File: src/rtl/cdchk_pkg.sv
package cdchk_pkg;

    typedef enum logic [4:0] {
        GR_NONE = 5'd0,
        GR_4K   = 5'd12,
        GR_16K  = 5'd14,
        GR_64K  = 5'd16
    } gran_e;

    localparam int TSZ_LO_C = 16;
    localparam int TSZ_HI_C = 39;

    function automatic logic [5:0] oas_from_code(input logic [2:0] code);
        logic [5:0] bits;
        case (code)
            3'd0:    bits = 6'd32;
            3'd1:    bits = 6'd36;
            3'd2:    bits = 6'd40;
            3'd3:    bits = 6'd42;
            3'd4:    bits = 6'd44;
            3'd5:    bits = 6'd48;
            3'd6:    bits = 6'd52;
            default: bits = 6'd48;
        endcase
        return bits;
    endfunction

    function automatic gran_e gran_decode(input logic hi_tbl, input logic [1:0] tg);
        gran_e g;
        g = GR_NONE;
        if (!hi_tbl) begin
            case (tg)
                2'd0:    g = GR_4K;
                2'd1:    g = GR_64K;
                2'd2:    g = GR_16K;
                default: g = GR_NONE;
            endcase
        end else begin
            case (tg)
                2'd1:    g = GR_16K;
                2'd2:    g = GR_4K;
                2'd3:    g = GR_64K;
                default: g = GR_NONE;
            endcase
        end
        return g;
    endfunction

endpackage

File: src/rtl/cd_hdr_chk.sv
module cd_hdr_chk
    import cdchk_pkg::*;
(
    input  logic       desc_valid,
    input  logic       fmt64,
    input  logic       abort_en,
    input  logic       stall_en,
    input  logic       hw_af,
    input  logic       hw_dirty,
    input  logic [2:0] ips_code,
    input  logic [2:0] max_code,
    output logic       hdr_fault,
    output logic [5:0] oas_bits
);
    logic [5:0] want_bits;
    logic [5:0] cap_bits;

    always_comb begin
        want_bits = oas_from_code(ips_code);
        cap_bits  = oas_from_code(max_code);
        oas_bits  = (want_bits < cap_bits) ? want_bits : cap_bits;
        hdr_fault = !desc_valid || !fmt64 || !abort_en || stall_en || hw_af || hw_dirty;
    end
endmodule

File: src/rtl/cd_tt_chk.sv
module cd_tt_chk
    import cdchk_pkg::*;
#(
    parameter int TSZ_W  = 6,
    parameter int TTB_W  = 52,
    parameter bit HI_TBL = 1'b0
) (
    input  logic             walk_dis,
    input  logic [TSZ_W-1:0] tsz,
    input  logic [1:0]       tg,
    input  logic [TTB_W-1:0] ttb,
    input  logic [5:0]       oas_bits,
    output gran_e            gran,
    output logic             tt_fault
);
    localparam logic [TSZ_W-1:0] TSZ_LO = TSZ_W'(TSZ_LO_C);
    localparam logic [TSZ_W-1:0] TSZ_HI = TSZ_W'(TSZ_HI_C);

    logic tsz_bad;
    logic gran_bad;
    logic base_bad;

    always_comb begin
        gran     = gran_decode(HI_TBL, tg);
        tsz_bad  = (tsz < TSZ_LO) || (tsz > TSZ_HI);
        gran_bad = !((gran == GR_4K) || (gran == GR_64K));
        base_bad = (ttb >> oas_bits) != '0;
        tt_fault = !walk_dis && (tsz_bad || gran_bad || base_bad);
    end
endmodule

File: src/rtl/cd_check.sv
module cd_check
    import cdchk_pkg::*;
#(
    parameter int ASID_W = 16,
    parameter int TSZ_W  = 6,
    parameter int TTB_W  = 52
) (
    input  logic              clk,
    input  logic              rst,
    input  logic              in_vld,
    input  logic              cd_valid,
    input  logic              cd_fmt64,
    input  logic              cd_abort,
    input  logic              cd_stall,
    input  logic              cd_hw_af,
    input  logic              cd_hw_dirty,
    input  logic              cd_big_endian,
    input  logic              cd_record,
    input  logic [1:0]        cd_tbi,
    input  logic [ASID_W-1:0] cd_asid,
    input  logic [2:0]        cd_ips,
    input  logic [2:0]        max_ips,
    input  logic [1:0]        cd_walk_dis,
    input  logic [TSZ_W-1:0]  cd_tsz0,
    input  logic [TSZ_W-1:0]  cd_tsz1,
    input  logic [1:0]        cd_tg0,
    input  logic [1:0]        cd_tg1,
    input  logic [TTB_W-1:0]  cd_ttb0,
    input  logic [TTB_W-1:0]  cd_ttb1,
    output logic              out_vld,
    output logic              cfg_ok,
    output logic              bad_cd_evt,
    output logic [5:0]        oas_bits,
    output logic [1:0]        tbi_o,
    output logic [ASID_W-1:0] asid_o,
    output logic              record_o,
    output logic [1:0]        tt_dis,
    output logic [TSZ_W-1:0]  tsz0,
    output logic [TSZ_W-1:0]  tsz1,
    output logic [4:0]        gran0,
    output logic [4:0]        gran1,
    output logic [TTB_W-1:0]  base0,
    output logic [TTB_W-1:0]  base1
);
    localparam int NTBL = 2;

    logic             hdr_fault;
    logic [5:0]       oas_c;
    logic [TSZ_W-1:0] tsz_a [NTBL];
    logic [1:0]       tg_a  [NTBL];
    logic [TTB_W-1:0] ttb_a [NTBL];
    gran_e            gran_a [NTBL];
    logic [NTBL-1:0]  tt_fault;
    logic             endian_fault;
    logic             accept;

    assign tsz_a[0] = cd_tsz0;
    assign tsz_a[1] = cd_tsz1;
    assign tg_a[0]  = cd_tg0;
    assign tg_a[1]  = cd_tg1;
    assign ttb_a[0] = cd_ttb0;
    assign ttb_a[1] = cd_ttb1;

    cd_hdr_chk u_hdr (
        .desc_valid (cd_valid),
        .fmt64      (cd_fmt64),
        .abort_en   (cd_abort),
        .stall_en   (cd_stall),
        .hw_af      (cd_hw_af),
        .hw_dirty   (cd_hw_dirty),
        .ips_code   (cd_ips),
        .max_code   (max_ips),
        .hdr_fault  (hdr_fault),
        .oas_bits   (oas_c)
    );

    for (genvar g = 0; g < NTBL; g++) begin : g_tbl
        cd_tt_chk #(
            .TSZ_W  (TSZ_W),
            .TTB_W  (TTB_W),
            .HI_TBL (g == 1)
        ) u_tt (
            .walk_dis (cd_walk_dis[g]),
            .tsz      (tsz_a[g]),
            .tg       (tg_a[g]),
            .ttb      (ttb_a[g]),
            .oas_bits (oas_c),
            .gran     (gran_a[g]),
            .tt_fault (tt_fault[g])
        );
    end

    always_comb begin
        endian_fault = cd_big_endian && (cd_walk_dis != '1);
        accept       = !hdr_fault && (tt_fault == '0) && !endian_fault;
    end

    always_ff @(posedge clk) begin
        if (rst) begin
            out_vld    <= 1'b0;
            cfg_ok     <= 1'b0;
            bad_cd_evt <= 1'b0;
            oas_bits   <= '0;
            tbi_o      <= '0;
            asid_o     <= '0;
            record_o   <= 1'b0;
            tt_dis     <= '0;
            tsz0       <= '0;
            tsz1       <= '0;
            gran0      <= '0;
            gran1      <= '0;
            base0      <= '0;
            base1      <= '0;
        end else begin
            out_vld    <= in_vld;
            cfg_ok     <= in_vld && accept;
            bad_cd_evt <= in_vld && !accept;
            if (in_vld) begin
                oas_bits <= oas_c;
                tbi_o    <= cd_tbi;
                asid_o   <= cd_asid;
                record_o <= cd_record;
                tt_dis   <= cd_walk_dis;
                tsz0     <= cd_tsz0;
                tsz1     <= cd_tsz1;
                gran0    <= gran_a[0];
                gran1    <= gran_a[1];
                base0    <= cd_ttb0;
                base1    <= cd_ttb1;
            end
        end
    end
endmodule

File: config.mk
export PLATFORM = sky130hd
export DESIGN_NAME = cd_check
export DESIGN_NICKNAME = d
export VERILOG_FILES = /design/src/rtl/cdchk_pkg.sv /design/src/rtl/cd_hdr_chk.sv /design/src/rtl/cd_tt_chk.sv /design/src/rtl/cd_check.sv
export SDC_FILE = /design/constraint.sdc
export NUM_CORES = 1
export LEC_CHECK = 0
export ABC_CLOCK_PERIOD_IN_PS = 7300
export BUFFER_PORTS_ARGS = -buffer_cell sky130_fd_sc_hd__clkbuf_2
export CAP_MARGIN = 30
export CORE_ASPECT_RATIO = 1.5
export CORE_MARGIN = 8
export CORE_UTILIZATION = 49
export CTS_CLUSTER_SIZE = 14
export DETAILED_ROUTE_END_ITERATION = 10
export MAX_ROUTING_LAYER = met4
export PLACE_DENSITY_LB_ADDON = 0.08
export SYNTH_ARGS = -nofsm -noshare
export SYNTH_HDL_FRONTEND = slang
export SYNTH_SLANG_ARGS = --single-unit
File: constraint.sdc
create_clock -name clk -period 7.3 [get_ports clk]
set_input_delay 0.73 -clock clk [delete_from_list [all_inputs] [get_ports clk]]
set_output_delay 0.73 -clock clk [all_outputs]
set_load 0.005 [all_outputs]
==> results by group <==
Run status
  • Run status: finished clean

Drt
  • DRC: 0
  • DRT iter0 DRCs: 137
  • Via Count: 5363
  • Antenna viol nets, final: 0
  • Wire length per cell: 17.8 um
  • WL final: 18.7 mm
  • Drt first pass iters: 6
  • Drt via density: 5.10

Power and ir drop
  • Clock Power Share: 42.7%
  • Flop pwr share: 43.7%
  • LEAKAGE: 0.00432 uW
  • Pwr Density: 252 mW/mm2
  • Combinational share of power: 13.6%
  • Sw Pwr: 506 uW
  • Pint: 1550 uW
  • Sw frac: 24.6%
  • Peak supply drop: 165 uV

Place
  • IO buf count: 309
  • Placed Cells: 1020
  • Hpwl dp: 14.8 mm
  • Final RePlAce weighted congestion: 0.947

Critical path
  • Critical path class: input port to flip-flop
  • Crit path launch: cd_ips[1]
  • WP data arrival: 3.49 ns
  • Crit path launch type: input port
  • Critical R2R Launch: oas_bits[3]
  • Critical path peak fanout: 7
  • Setup crit end kind: flip-flop
  • WP data required: 7.58 ns
  • R2R depth: 2

GRT
  • First-pass GRT wire length: 28.8 mm
  • Met3 GRT Util: 9.63%
  • Initial antenna violation count: 0
  • Vias in the first global route: 5737
  • Largest net degree at the start of global routing: 84
  • GRT busiest layer: met2
  • Grt met2 use: 39.8%
  • GRT Total Usage: 23.6%
  • Overflow left after global routing: 0
  • Met1 usage: 22.4%

Die
  • Initial Util: 49.9%
  • DIE AREA: 0.0160 mm2
  • Std cell rows: 49
  • Die Span X: 106 um
  • I/O pins: 313
  • Die height: 151 um
  • Core Footprint: 0.0119 mm2

STA
  • RSZ-0062 raised after global routing: false
  • Setup TNS: 0 ns
  • Min cycle time layout: 3.21 ns
  • Slew HR: 48.4%
  • # setup viols final: 0
  • Period utilization: 43.9%
  • Final hold vios: 0
  • Slew @ Worst Pin: 0.774 ns
  • Clock skew: 0 ns
  • Fmax: 312 MHz
  • Fin. max-slew vios: 0

Logic synthesis
  • Post-synthesis sequential area ratio: 50.9%
  • Top cell type's share of synthesized area: 50.9%
  • Post-synth EDFFs: 0
  • Top cell type by total area after synthesis: dfxtp_1
  • Post-synthesis register bit count: 151
  • Async SR Flop Fraction: 0%
  • Mapped Area: 0.00593 mm2
  • Syn Area/Cell: 10.0 um2
  • Top post-synthesis cells by area: dfxtp_1 (51%), mux2i_1 (24%), nor2_1 (11%)
  • Main synth FF type: dfxtp_1
  • Yosys warnings: 0
  • Synth Instances: 592
  • Unique masters post-synth: 49

Clocking
  • Post-CTS setup buffers: 0
  • Cts hold-fix bufs: 0
  • Clock sinks: 151
  • CTS Buffer Depth: 2
  • Cts bufs inserted: 17
  • CTS root buffer: clkbuf_16
  • Clock transition at path regs: 0.06 ns
  • CTS tree: yes
  • Post_cts resized: 0
  • Clk_lat worst skew: 0.40 ns
  • H-tree depth: 4

Final layout
  • Share of cells above drive strength 1: 39.4%
  • Fin cells: 1051
  • Number of diodes: 0
  • Area delta synth->final: 37.6%
  • Final nets: 1050

Run
  • Max cap viols: 0

Hold path
  • Min-delay src: gran0[4]
  • Cell depth of the worst hold path: 2
  • Worst min path class: flip-flop to flip-flop
through the flow:
step	area (um2)	hold slack, ns	total power [uW]	worst slack, ns	utilization (%)
after floorplan	5940	0.457	1060	4.31	-
after global placement	7540	0.453	1190	3.97	63.4
after detailed placement	7570	0.480	1200	3.82	63.6
after CTS	8160	0.491	2080	4.15	68.6
after global routing	8160	0.506	2150	3.92	68.6
final	8160	0.489	2060	4.09	68.6
metal layers:
| layer | wire [um] | share of wire (%) |
|---|---|---|
| met2 | 9590 | 51 |
| met5 | 0 | 0 |
| met3 | 1600 | 8.5 |
| met4 | 862 | 4.6 |
| met1 | 6700 | 36 |
cell usage in the layout (no fill, tap or decap), types with 3 or more instances in the layout:
| cell type | instances |
|---|---|
| mux2i_1 | 143 |
| clkinvlp_4 | 3 |
| a31oi_1 | 3 |
| clkbuf_16 | 17 |
| o21a_1 | 4 |
| a211oi_1 | 3 |
| conb_1 | 3 |
| a21oi_1 | 8 |
| dfxtp_1 | 151 |
| bufinv_16 | 3 |
| buf_4 | 3 |
| inv_1 | 8 |
| clkbuf_2 | 307 |
| nor2_1 | 168 |
| ha_1 | 7 |
| nand2_1 | 6 |
| o21ai_0 | 5 |
| nor3_1 | 6 |
| o211ai_1 | 3 |
power by group through the flow:
stage / sequential [uW] / clock, uW / combinational, uW
2_1_floorplan: 919 / 0 / 144
3_3_place_gp: 914 / 0 / 272
3_5_place_dp: 917 / 0 / 281
4_1_cts: 900 / 897 / 283
5_1_grt: 905 / 931 / 310
6_report: 900 / 879 / 280
critical path, cell delays in order:
cell and delay, ns:
clkbuf_2 0.13, or3b_1 0.41, o21ai_1 0.17, ha_1 0.30
a21oi_1 0.30, o21ai_2 0.17, nor3_1 0.54, o32ai_1 0.18
o2111ai_1 0.18, a31oi_1 0.16, nor4bb_4 0.21
worst paths after layout:
check / end / slack (ns)
worst max register to register: oas_bits[3] / 6.59
worst min-delay path: gran0[4] / 0.49
worst max-delay path: cfg_ok / 4.09
worst min register to register: gran0[4] / 0.49
synth_stat cells, drive strengths merged (4+ instances only):
cell type,count
a31oi,4
inv,8
o21ai,8
buf,10
a21oi,8
nand2,7
o211ai,4
ha,7
dfxtp,151
o21a,4
mux2i,143
nor3,6
clkbuf,29
nor2,168
cell type report:
class,instances,area [um2]
Clock buffer,20,447
Timing Repair Buffer,312,1600
Tap cell,153,191
Inverter,8,30.0
Multi-Input combinational cell,396,2720
Sequential cell,151,3020
Clock inverter,11,149
Fill cell,1006,3730
flip-flops by register name (all words and copies together), names as in the netlist:
register / cells
asid_o: 16
oas_bits: 5
tsz0: 6
base0: 52
base1: 52
tt_dis: 2
out_vld: 1
record_o: 1
gran1: 3
bad_cd_evt: 1
cfg_ok: 1
tsz1: 6
tbi_o: 2
gran0: 3
kinds of logic after synthesis:
kind of cell	count (synthesis)	synth area share [%]
AND/OR/NAND/NOR	197	14.1
flip-flops	151	50.9
multiplexers	144	24.3
buffers and inverters	47	3.31
AO/OA/AOI/OAI	45	5.82
adder cells (fa/ha/maj)	7	1.48
other	1	0.0632
Power figures use the tool's default switching activity.
